**config.mk**
```make
export PLATFORM = sky130hd
export DESIGN_NAME = shadow_nv_ctrl
export DESIGN_NICKNAME = d
export VERILOG_FILES = /design/src/rtl/nv_ctrl_pkg.sv /design/src/rtl/nv_seq_detect.sv /design/src/rtl/nv_xfer_fsm.sv /design/src/rtl/nv_cell_array.sv /design/src/rtl/shadow_nv_ctrl.sv
export SDC_FILE = /design/constraint.sdc
export NUM_CORES = 2
export LEC_CHECK = 0
export ABC_AREA = 0
export BUFFER_PORTS_ARGS = -buffer_cell sky130_fd_sc_hd__buf_2
export CORE_ASPECT_RATIO = 0.6
export CORE_MARGIN = 10
export CORE_UTILIZATION = 69
export DETAILED_ROUTE_END_ITERATION = 12
export GPL_ROUTABILITY_DRIVEN = 1
export PLACE_DENSITY = 0.86
export REMOVE_ABC_BUFFERS = 1
export SLEW_MARGIN = 20
export SYNTH_ARGS = -nofsm -noshare
export SYNTH_HDL_FRONTEND = slang
export SYNTH_SLANG_ARGS = --single-unit
```
**constraint.sdc**
```tcl
create_clock -name clk -period 7.05 [get_ports clk]
set_clock_uncertainty 0.1 [all_clocks]
set_input_delay 0 -clock clk [delete_from_list [all_inputs] [get_ports clk]]
set_output_delay 0 -clock clk [all_outputs]
set_load 0.02 [all_outputs]
```
**src/rtl/nv_ctrl_pkg.sv**
```systemverilog
package nv_ctrl_pkg;

    typedef enum logic [2:0] {
        NV_OFF   = 3'd0,
        NV_READY = 3'd1,
        NV_STORE = 3'd2,
        NV_CLEAR = 3'd3,
        NV_LOAD  = 3'd4
    } nv_state_e;

    typedef enum logic [1:0] {
        XF_IDLE  = 2'd0,
        XF_STORE = 2'd1,
        XF_CLEAR = 2'd2,
        XF_LOAD  = 2'd3
    } xfer_op_e;

    typedef enum logic [1:0] {
        SQ_NONE   = 2'd0,
        SQ_STORE  = 2'd1,
        SQ_RECALL = 2'd2
    } seq_req_e;

endpackage

```
**src/rtl/nv_seq_detect.sv**
```systemverilog
module nv_seq_detect
    import nv_ctrl_pkg::*;
#(
    parameter int AW = 6,
    parameter int PREFIX_LEN = 5,
    parameter logic [PREFIX_LEN*AW-1:0] SEQ_TABLE = '0,
    parameter logic [AW-1:0] KEY_STORE = '0,
    parameter logic [AW-1:0] KEY_RECALL = '0
) (
    input  logic          clk,
    input  logic          rst_n,
    input  logic          enable,
    input  logic          ce_n,
    input  logic          we_n,
    input  logic [AW-1:0] addr,
    output seq_req_e      req
);
    localparam int SW = $clog2(PREFIX_LEN + 1);
    localparam logic [AW-1:0] FIRST_ADDR = SEQ_TABLE[AW-1:0];

    logic [SW-1:0] step_q, step_d;
    logic          ce_q;
    logic [AW-1:0] expect_addr;
    logic          rd_event, wr_seen, at_key;

    // previous chip-enable level, used to find the falling edge
    always_ff @(posedge clk or negedge rst_n) begin
        if (!rst_n) ce_q <= 1'b1;
        else        ce_q <= ce_n;
    end

    always_ff @(posedge clk or negedge rst_n) begin
        if (!rst_n) step_q <= '0;
        else        step_q <= step_d;
    end

    always_comb begin
        expect_addr = FIRST_ADDR;
        for (int k = 0; k < PREFIX_LEN; k++) begin
            if (step_q == SW'(k)) expect_addr = SEQ_TABLE[k*AW +: AW];
        end
    end

    assign rd_event = enable && ce_q && !ce_n && we_n;
    assign wr_seen  = enable && !ce_n && !we_n;
    assign at_key   = (step_q == SW'(PREFIX_LEN));

    always_comb begin
        req    = SQ_NONE;
        step_d = step_q;
        if (!enable || wr_seen) begin
            step_d = '0;
        end else if (rd_event) begin
            if (at_key && addr == KEY_STORE) begin
                req    = SQ_STORE;
                step_d = '0;
            end else if (at_key && addr == KEY_RECALL) begin
                req    = SQ_RECALL;
                step_d = '0;
            end else if (!at_key && addr == expect_addr) begin
                step_d = step_q + SW'(1);
            end else if (addr == FIRST_ADDR) begin
                step_d = SW'(1);
            end else begin
                step_d = '0;
            end
        end
    end

endmodule

```
**src/rtl/nv_xfer_fsm.sv**
```systemverilog
module nv_xfer_fsm
    import nv_ctrl_pkg::*;
#(
    parameter int AW = 6
) (
    input  logic          clk,
    input  logic          rst_n,
    input  logic          pwr_good,
    input  seq_req_e      req,
    output nv_state_e     state,
    output xfer_op_e      xfer_op,
    output logic [AW-1:0] xfer_idx,
    output logic          busy
);
    localparam int DEPTH = 1 << AW;
    localparam logic [AW-1:0] LAST_IDX = AW'(DEPTH - 1);

    nv_state_e     state_q, state_d;
    logic [AW-1:0] idx_q, idx_d;
    logic          last_word;

    assign last_word = (idx_q == LAST_IDX);

    // state register
    always_ff @(posedge clk or negedge rst_n) begin
        if (!rst_n) begin
            state_q <= NV_OFF;
            idx_q   <= '0;
        end else begin
            state_q <= state_d;
            idx_q   <= idx_d;
        end
    end

    // next-state logic
    always_comb begin
        state_d = state_q;
        unique case (state_q)
            NV_OFF:   if (pwr_good) state_d = NV_CLEAR;
            NV_READY: begin
                if (!pwr_good)              state_d = NV_STORE;
                else if (req == SQ_STORE)   state_d = NV_STORE;
                else if (req == SQ_RECALL)  state_d = NV_CLEAR;
            end
            NV_STORE: if (last_word) state_d = pwr_good ? NV_READY : NV_OFF;
            NV_CLEAR: if (last_word) state_d = NV_LOAD;
            NV_LOAD:  if (last_word) state_d = NV_READY;
            default:  state_d = NV_OFF;
        endcase
    end

    always_comb begin
        if (state_d != state_q) idx_d = '0;
        else if (busy)          idx_d = idx_q + AW'(1);
        else                    idx_d = '0;
    end

    // outputs
    always_comb begin
        xfer_op = XF_IDLE;
        busy    = 1'b0;
        unique case (state_q)
            NV_OFF, NV_READY: begin
                xfer_op = XF_IDLE;
                busy    = 1'b0;
            end
            NV_STORE: begin
                xfer_op = XF_STORE;
                busy    = 1'b1;
            end
            NV_CLEAR: begin
                xfer_op = XF_CLEAR;
                busy    = 1'b1;
            end
            NV_LOAD: begin
                xfer_op = XF_LOAD;
                busy    = 1'b1;
            end
            default: begin
                xfer_op = XF_IDLE;
                busy    = 1'b0;
            end
        endcase
    end

    assign state    = state_q;
    assign xfer_idx = idx_q;

endmodule

```
**src/rtl/nv_cell_array.sv**
```systemverilog
module nv_cell_array
    import nv_ctrl_pkg::*;
#(
    parameter int AW = 6,
    parameter int DW = 8
) (
    input  logic          clk,
    input  logic          rst_n,
    input  logic          host_we,
    input  logic [AW-1:0] host_addr,
    input  logic [DW-1:0] host_wdata,
    input  xfer_op_e      xfer_op,
    input  logic [AW-1:0] xfer_idx,
    output logic [DW-1:0] host_rdata,
    output logic          shadow_we
);
    localparam int DEPTH = 1 << AW;

    logic [DW-1:0] sram_w   [DEPTH];
    logic [DW-1:0] shadow_w [DEPTH];

    for (genvar w = 0; w < DEPTH; w++) begin : g_word
        localparam logic [AW-1:0] WADDR = AW'(w);
        logic [DW-1:0] vol_q;
        logic [DW-1:0] nv_q;
        logic          sel;

        assign sel = (xfer_idx == WADDR);

        always_ff @(posedge clk or negedge rst_n) begin
            if (!rst_n) begin
                vol_q <= '0;
                nv_q  <= '0;
            end else begin
                unique case (xfer_op)
                    XF_IDLE:  if (host_we && host_addr == WADDR) vol_q <= host_wdata;
                    XF_STORE: if (sel) nv_q  <= vol_q;
                    XF_CLEAR: if (sel) vol_q <= '0;
                    XF_LOAD:  if (sel) vol_q <= nv_q;
                    default:  ;
                endcase
            end
        end

        assign sram_w[w]   = vol_q;
        assign shadow_w[w] = nv_q;
    end

    assign host_rdata = sram_w[host_addr];
    assign shadow_we  = (xfer_op == XF_STORE);

endmodule

```
**src/rtl/shadow_nv_ctrl.sv**
```systemverilog
module shadow_nv_ctrl
    import nv_ctrl_pkg::*;
#(
    parameter int AW = 6,
    parameter int DW = 8,
    parameter int PREFIX_LEN = 5,
    parameter logic [PREFIX_LEN*AW-1:0] SEQ_TABLE =
        {AW'(42), AW'(60), AW'(3), AW'(49), AW'(14)},
    parameter logic [AW-1:0] KEY_STORE  = AW'(21),
    parameter logic [AW-1:0] KEY_RECALL = AW'(38)
) (
    input  logic          clk,
    input  logic          rst_n,
    input  logic          pwr_good,
    input  logic          ce_n,
    input  logic          oe_n,
    input  logic          we_n,
    input  logic [AW-1:0] addr,
    input  logic [DW-1:0] dq_in,
    output logic [DW-1:0] dq_out,
    output logic          dq_oe,
    output logic          busy,
    output logic          standby
);
    nv_state_e     state;
    xfer_op_e      xfer_op;
    seq_req_e      seq_req;
    logic [AW-1:0] xfer_idx;
    logic          host_sel, host_we, shadow_we;
    logic [DW-1:0] host_rdata;

    assign host_sel = (state == NV_READY) && !ce_n;
    assign host_we  = host_sel && !we_n;

    nv_seq_detect #(
        .AW(AW), .PREFIX_LEN(PREFIX_LEN), .SEQ_TABLE(SEQ_TABLE),
        .KEY_STORE(KEY_STORE), .KEY_RECALL(KEY_RECALL)
    ) u_seq (
        .clk(clk), .rst_n(rst_n), .enable(state == NV_READY),
        .ce_n(ce_n), .we_n(we_n), .addr(addr), .req(seq_req)
    );

    nv_xfer_fsm #(.AW(AW)) u_fsm (
        .clk(clk), .rst_n(rst_n), .pwr_good(pwr_good), .req(seq_req),
        .state(state), .xfer_op(xfer_op), .xfer_idx(xfer_idx), .busy(busy)
    );

    nv_cell_array #(.AW(AW), .DW(DW)) u_cells (
        .clk(clk), .rst_n(rst_n), .host_we(host_we), .host_addr(addr),
        .host_wdata(dq_in), .xfer_op(xfer_op), .xfer_idx(xfer_idx),
        .host_rdata(host_rdata), .shadow_we(shadow_we)
    );

    assign dq_oe   = host_sel && we_n && !oe_n;
    assign dq_out  = host_rdata;
    assign standby = ce_n && !busy;

endmodule

```
==> flow_summary.ini <==
[setup_path]
rr_endpoint = u_cells.g_word[42].vol_q[5]
startpoint = u_cells.g_word[4].vol_q[6]
path_max_fanout = 3
cp-endpoint = dq_out[6]
critPathLaunchType = flip-flop
reg2reg_setup_slack_ns = 3.43
worst_ep_required_time_ns = 6.95
end_kind = primary output
crit_type = reg2out
reg2regPathDepth = 5
critPathArrivalTime_ns = 3.61
r2r-start = u_fsm.state[2]

[route]
ant_nets = 0
drc_errors = 0
vias = 34655
route.top_layer_used = met5
wl_per_cell_um = 27.4
vias_per_cell = 7.09
dr.pass1.iters = 6
routed_wl_um = 134000
wirelength_met1_um = 52500
met3_length_um = 18700
drt_iter0_markers = 5186
met2_length_um = 57500

[cells_and_area]
seq_area_um2 = 26000
post-route-util_pct = 74.5
multi_input_area_um2 = 20000
synthToLayoutAreaGrowth_pct = 6.74
fill_cells = 4136
fin_nets = 3935
final_cells = 4891
drive_gt1_share_pct = 25.2

[logic_synthesis]
ys_top_cells_by_area = dfrtp_1, mux2_2, mux4_2
synth_area_leader_cell = dfrtp_1
synthXorXnorAreaFrac_pct = 0.0919
synth_simple_gate_area_share_pct = 8.63
synthAdderAreaFrac_pct = 0.236
ys.flop_type = dfrtp_1
synth_edf_count = 0
netlist_instances = 4047
synth_seq_cells = 1037
yosys.area.top_type_share_pct = 54.4
syn-cell-area_um2 = 47600
yosysSeqAreaShare_pct = 54.5
syn_area_per_cell_um2 = 11.8
synth_mux_area_share_pct = 18.2
synthDistinctLibCells = 66
yosysWarnings = 0
synth_top_family_by_area = multiplexers
synth_compound_area_share_pct = 14.7
ys_async_sr_fraction_pct = 100

[sta]
period_share_pct = 52.7
finalHoldViolCount = 0
hold_slack_ns = 0.132
finalSetupTns_ns = 0
setup_viol = 0
worst_slew_pin_slew_ns = 1.21
setup_ws_ns = 3.34
fmax_ghz = 0.269
slew_headroom_pct = 19.3
slew_viol_final = 0
rsz0062_at_grt = false
min_period_ns = 3.71

[placed_design]
placedCellCount = 4713
dpl.hpwl_um = 80500
place.port_buffers = 30
place_congestion = 0.923
dp_worst_setup_slack_ns = 3.48

[floorplanning]
fp.dieH_um = 224
top_level_ports = 31
die_w_um = 359
core-area_um2 = 68200
core.rowCount = 74
fp.dieArea_um2 = 80300
initial_core_util_pct = 69.8

[global_route]
grt_max_degree = 188
grt.overflow.total = 0
grt_pass1_vias = 34547
antenna_found_initial = 7
grt_usage_pct = 32.7
grt_pass1_wl_um = 206000

[power]
leakagePower_nw = 22.6
power_density_nw_per_um2 = 232
ir_worst_vdd_v = 0.000213

[clock_tree]
post_cts_buffers = 0
cts_buffer_depth = 3
cts_buffers = 88
cts_root_buffer = clkbuf_16
cts_tree = built
insertion_delay_ns = 0.68
htree_levels = 3
clkSinkCount = 1037
clk_pin_slew_worst_paths_ns = 0.07

[worst_hold_path]
min_path_type = in2reg

[run_status]
status = finished clean

[run]
cap_viol_max_count = 0
worst min-delay path by stage:
stage                     startpoint                     endpoint  cells after the start  slack, ns
after detailed placement       rst_n  u_cells.g_word[16].vol_q[1]                      1       0.05
after global routing        dq_in[0]  u_cells.g_word[53].vol_q[0]                      4       0.16
final                       dq_in[0]  u_cells.g_word[52].vol_q[0]                      4       0.13
after global placement         rst_n  u_cells.g_word[16].vol_q[1]                      1       0.04
after floorplan                rst_n    u_cells.g_word[0].nv_q[0]                      0      -0.40
after CTS                   dq_in[2]  u_cells.g_word[53].vol_q[2]                      4       0.11
layer usage:
| layer | vias up | track usage, % |
|---|---|---|
| met5 | - | 1.42 |
| met3 | 427 | 12.5 |
| met4 | 8 | 12.7 |
| li1 | 14388 | - |
| met1 | 17460 | 45.0 |
| met2 | 2372 | 46.5 |
cell type report:
type	count	area share [%]
multi-input combinational	2689	39.4
clock inverter	40	0.842
tap	912	2.24
timing repair buffer	82	1.51
clock buffer	119	4.86
sequential	1037	51.0
inverter	8	0.0591
antenna	4	0.0197
sequential cells by signal, summed over array words and instances (netlist names):
name                  count
u_fsm.xfer_idx            6
u_seq.step_q              3
u_seq.ce_q                1
u_cells.g_word.nv_q     512
u_cells.g_word.vol_q    512
u_fsm.state               3
Yosys cell counts (3+ instances only):
master / count
nor4_1: 25
mux2_1: 34
nor4_4: 37
or3b_1: 5
buf_1: 5
nor2_4: 10
nand2_2: 20
nor2_1: 11
nand4b_1: 4
o21ai_2: 45
inv_1: 8
nor2_2: 7
nor3b_1: 3
mux4_2: 128
xnor2_1: 3
mux2i_1: 3
a211oi_1: 48
mux2_2: 478
buf_2: 79
buf_6: 52
buf_4: 11
nand3_1: 20
and2_0: 8
a21oi_1: 549
nor2b_1: 5
nand4bb_1: 3
a2111oi_2: 17
dfrtp_1: 1036
nand2b_1: 6
a22oi_1: 64
nand2_1: 543
o21ai_1: 398
ha_1: 9
and3_1: 7
o21ai_0: 136
and2_1: 9
nand3b_1: 10
or4_1: 10
or4b_4: 3
clkbuf_1: 165
report_power, final:
group | total, mW | switching [mW] | internal [mW]
Sequential | 6.12 | 0.0867 | 6.03
Combinational | 0.664 | 0.469 | 0.194
Clock | 5.01 | 2.28 | 2.73
critical path, stage by stage (launching register included):
cell     delay [ns]
dfrtp_1        0.45
mux4_2         0.52
a22oi_1        0.80
a21oi_1        0.29
or4_1          0.67
buf_2          0.22
timing repair:
action | CTS | global route
hold buffers | 9 | 3
endpoints found under the hold margin | 138 | 65
gates resized for setup | 0 | 0
layout by cell type (no fill, tap or decap), types with 30 or more instances in the layout:
cell,synthesis,layout
mux2_1,34,34
o21ai_0,136,136
mux4_2,128,128
o21ai_2,45,58
o21ai_1,398,385
buf_4,11,30
a211oi_1,48,48
clkbuf_16,0,88
a21oi_1,549,549
mux2_2,478,478
dfrtp_1,1036,1036
nand2_1,543,543
a22oi_1,64,64
nor4_4,37,37
cell families (layout without fill, tap and decap cells):
family          after synthesis  after routing
simple gates                763            763
buf+inv                     321            249
flops                      1037           1037
fa+ha+maj                     9              9
other cells                   0              4
mux                         643            643
compound gates             1269           1269
xor+xnor                      5              5
per-stage QoR:
step	power [mW]	area, µm²
after detailed placement	6.86	47700
after CTS	11.8	50700
after floorplan	6.50	45900
final	11.8	50800
after global placement	6.83	47700
after global routing	12.1	50800
No activity file was read; power rests on OpenSTA's default activity.
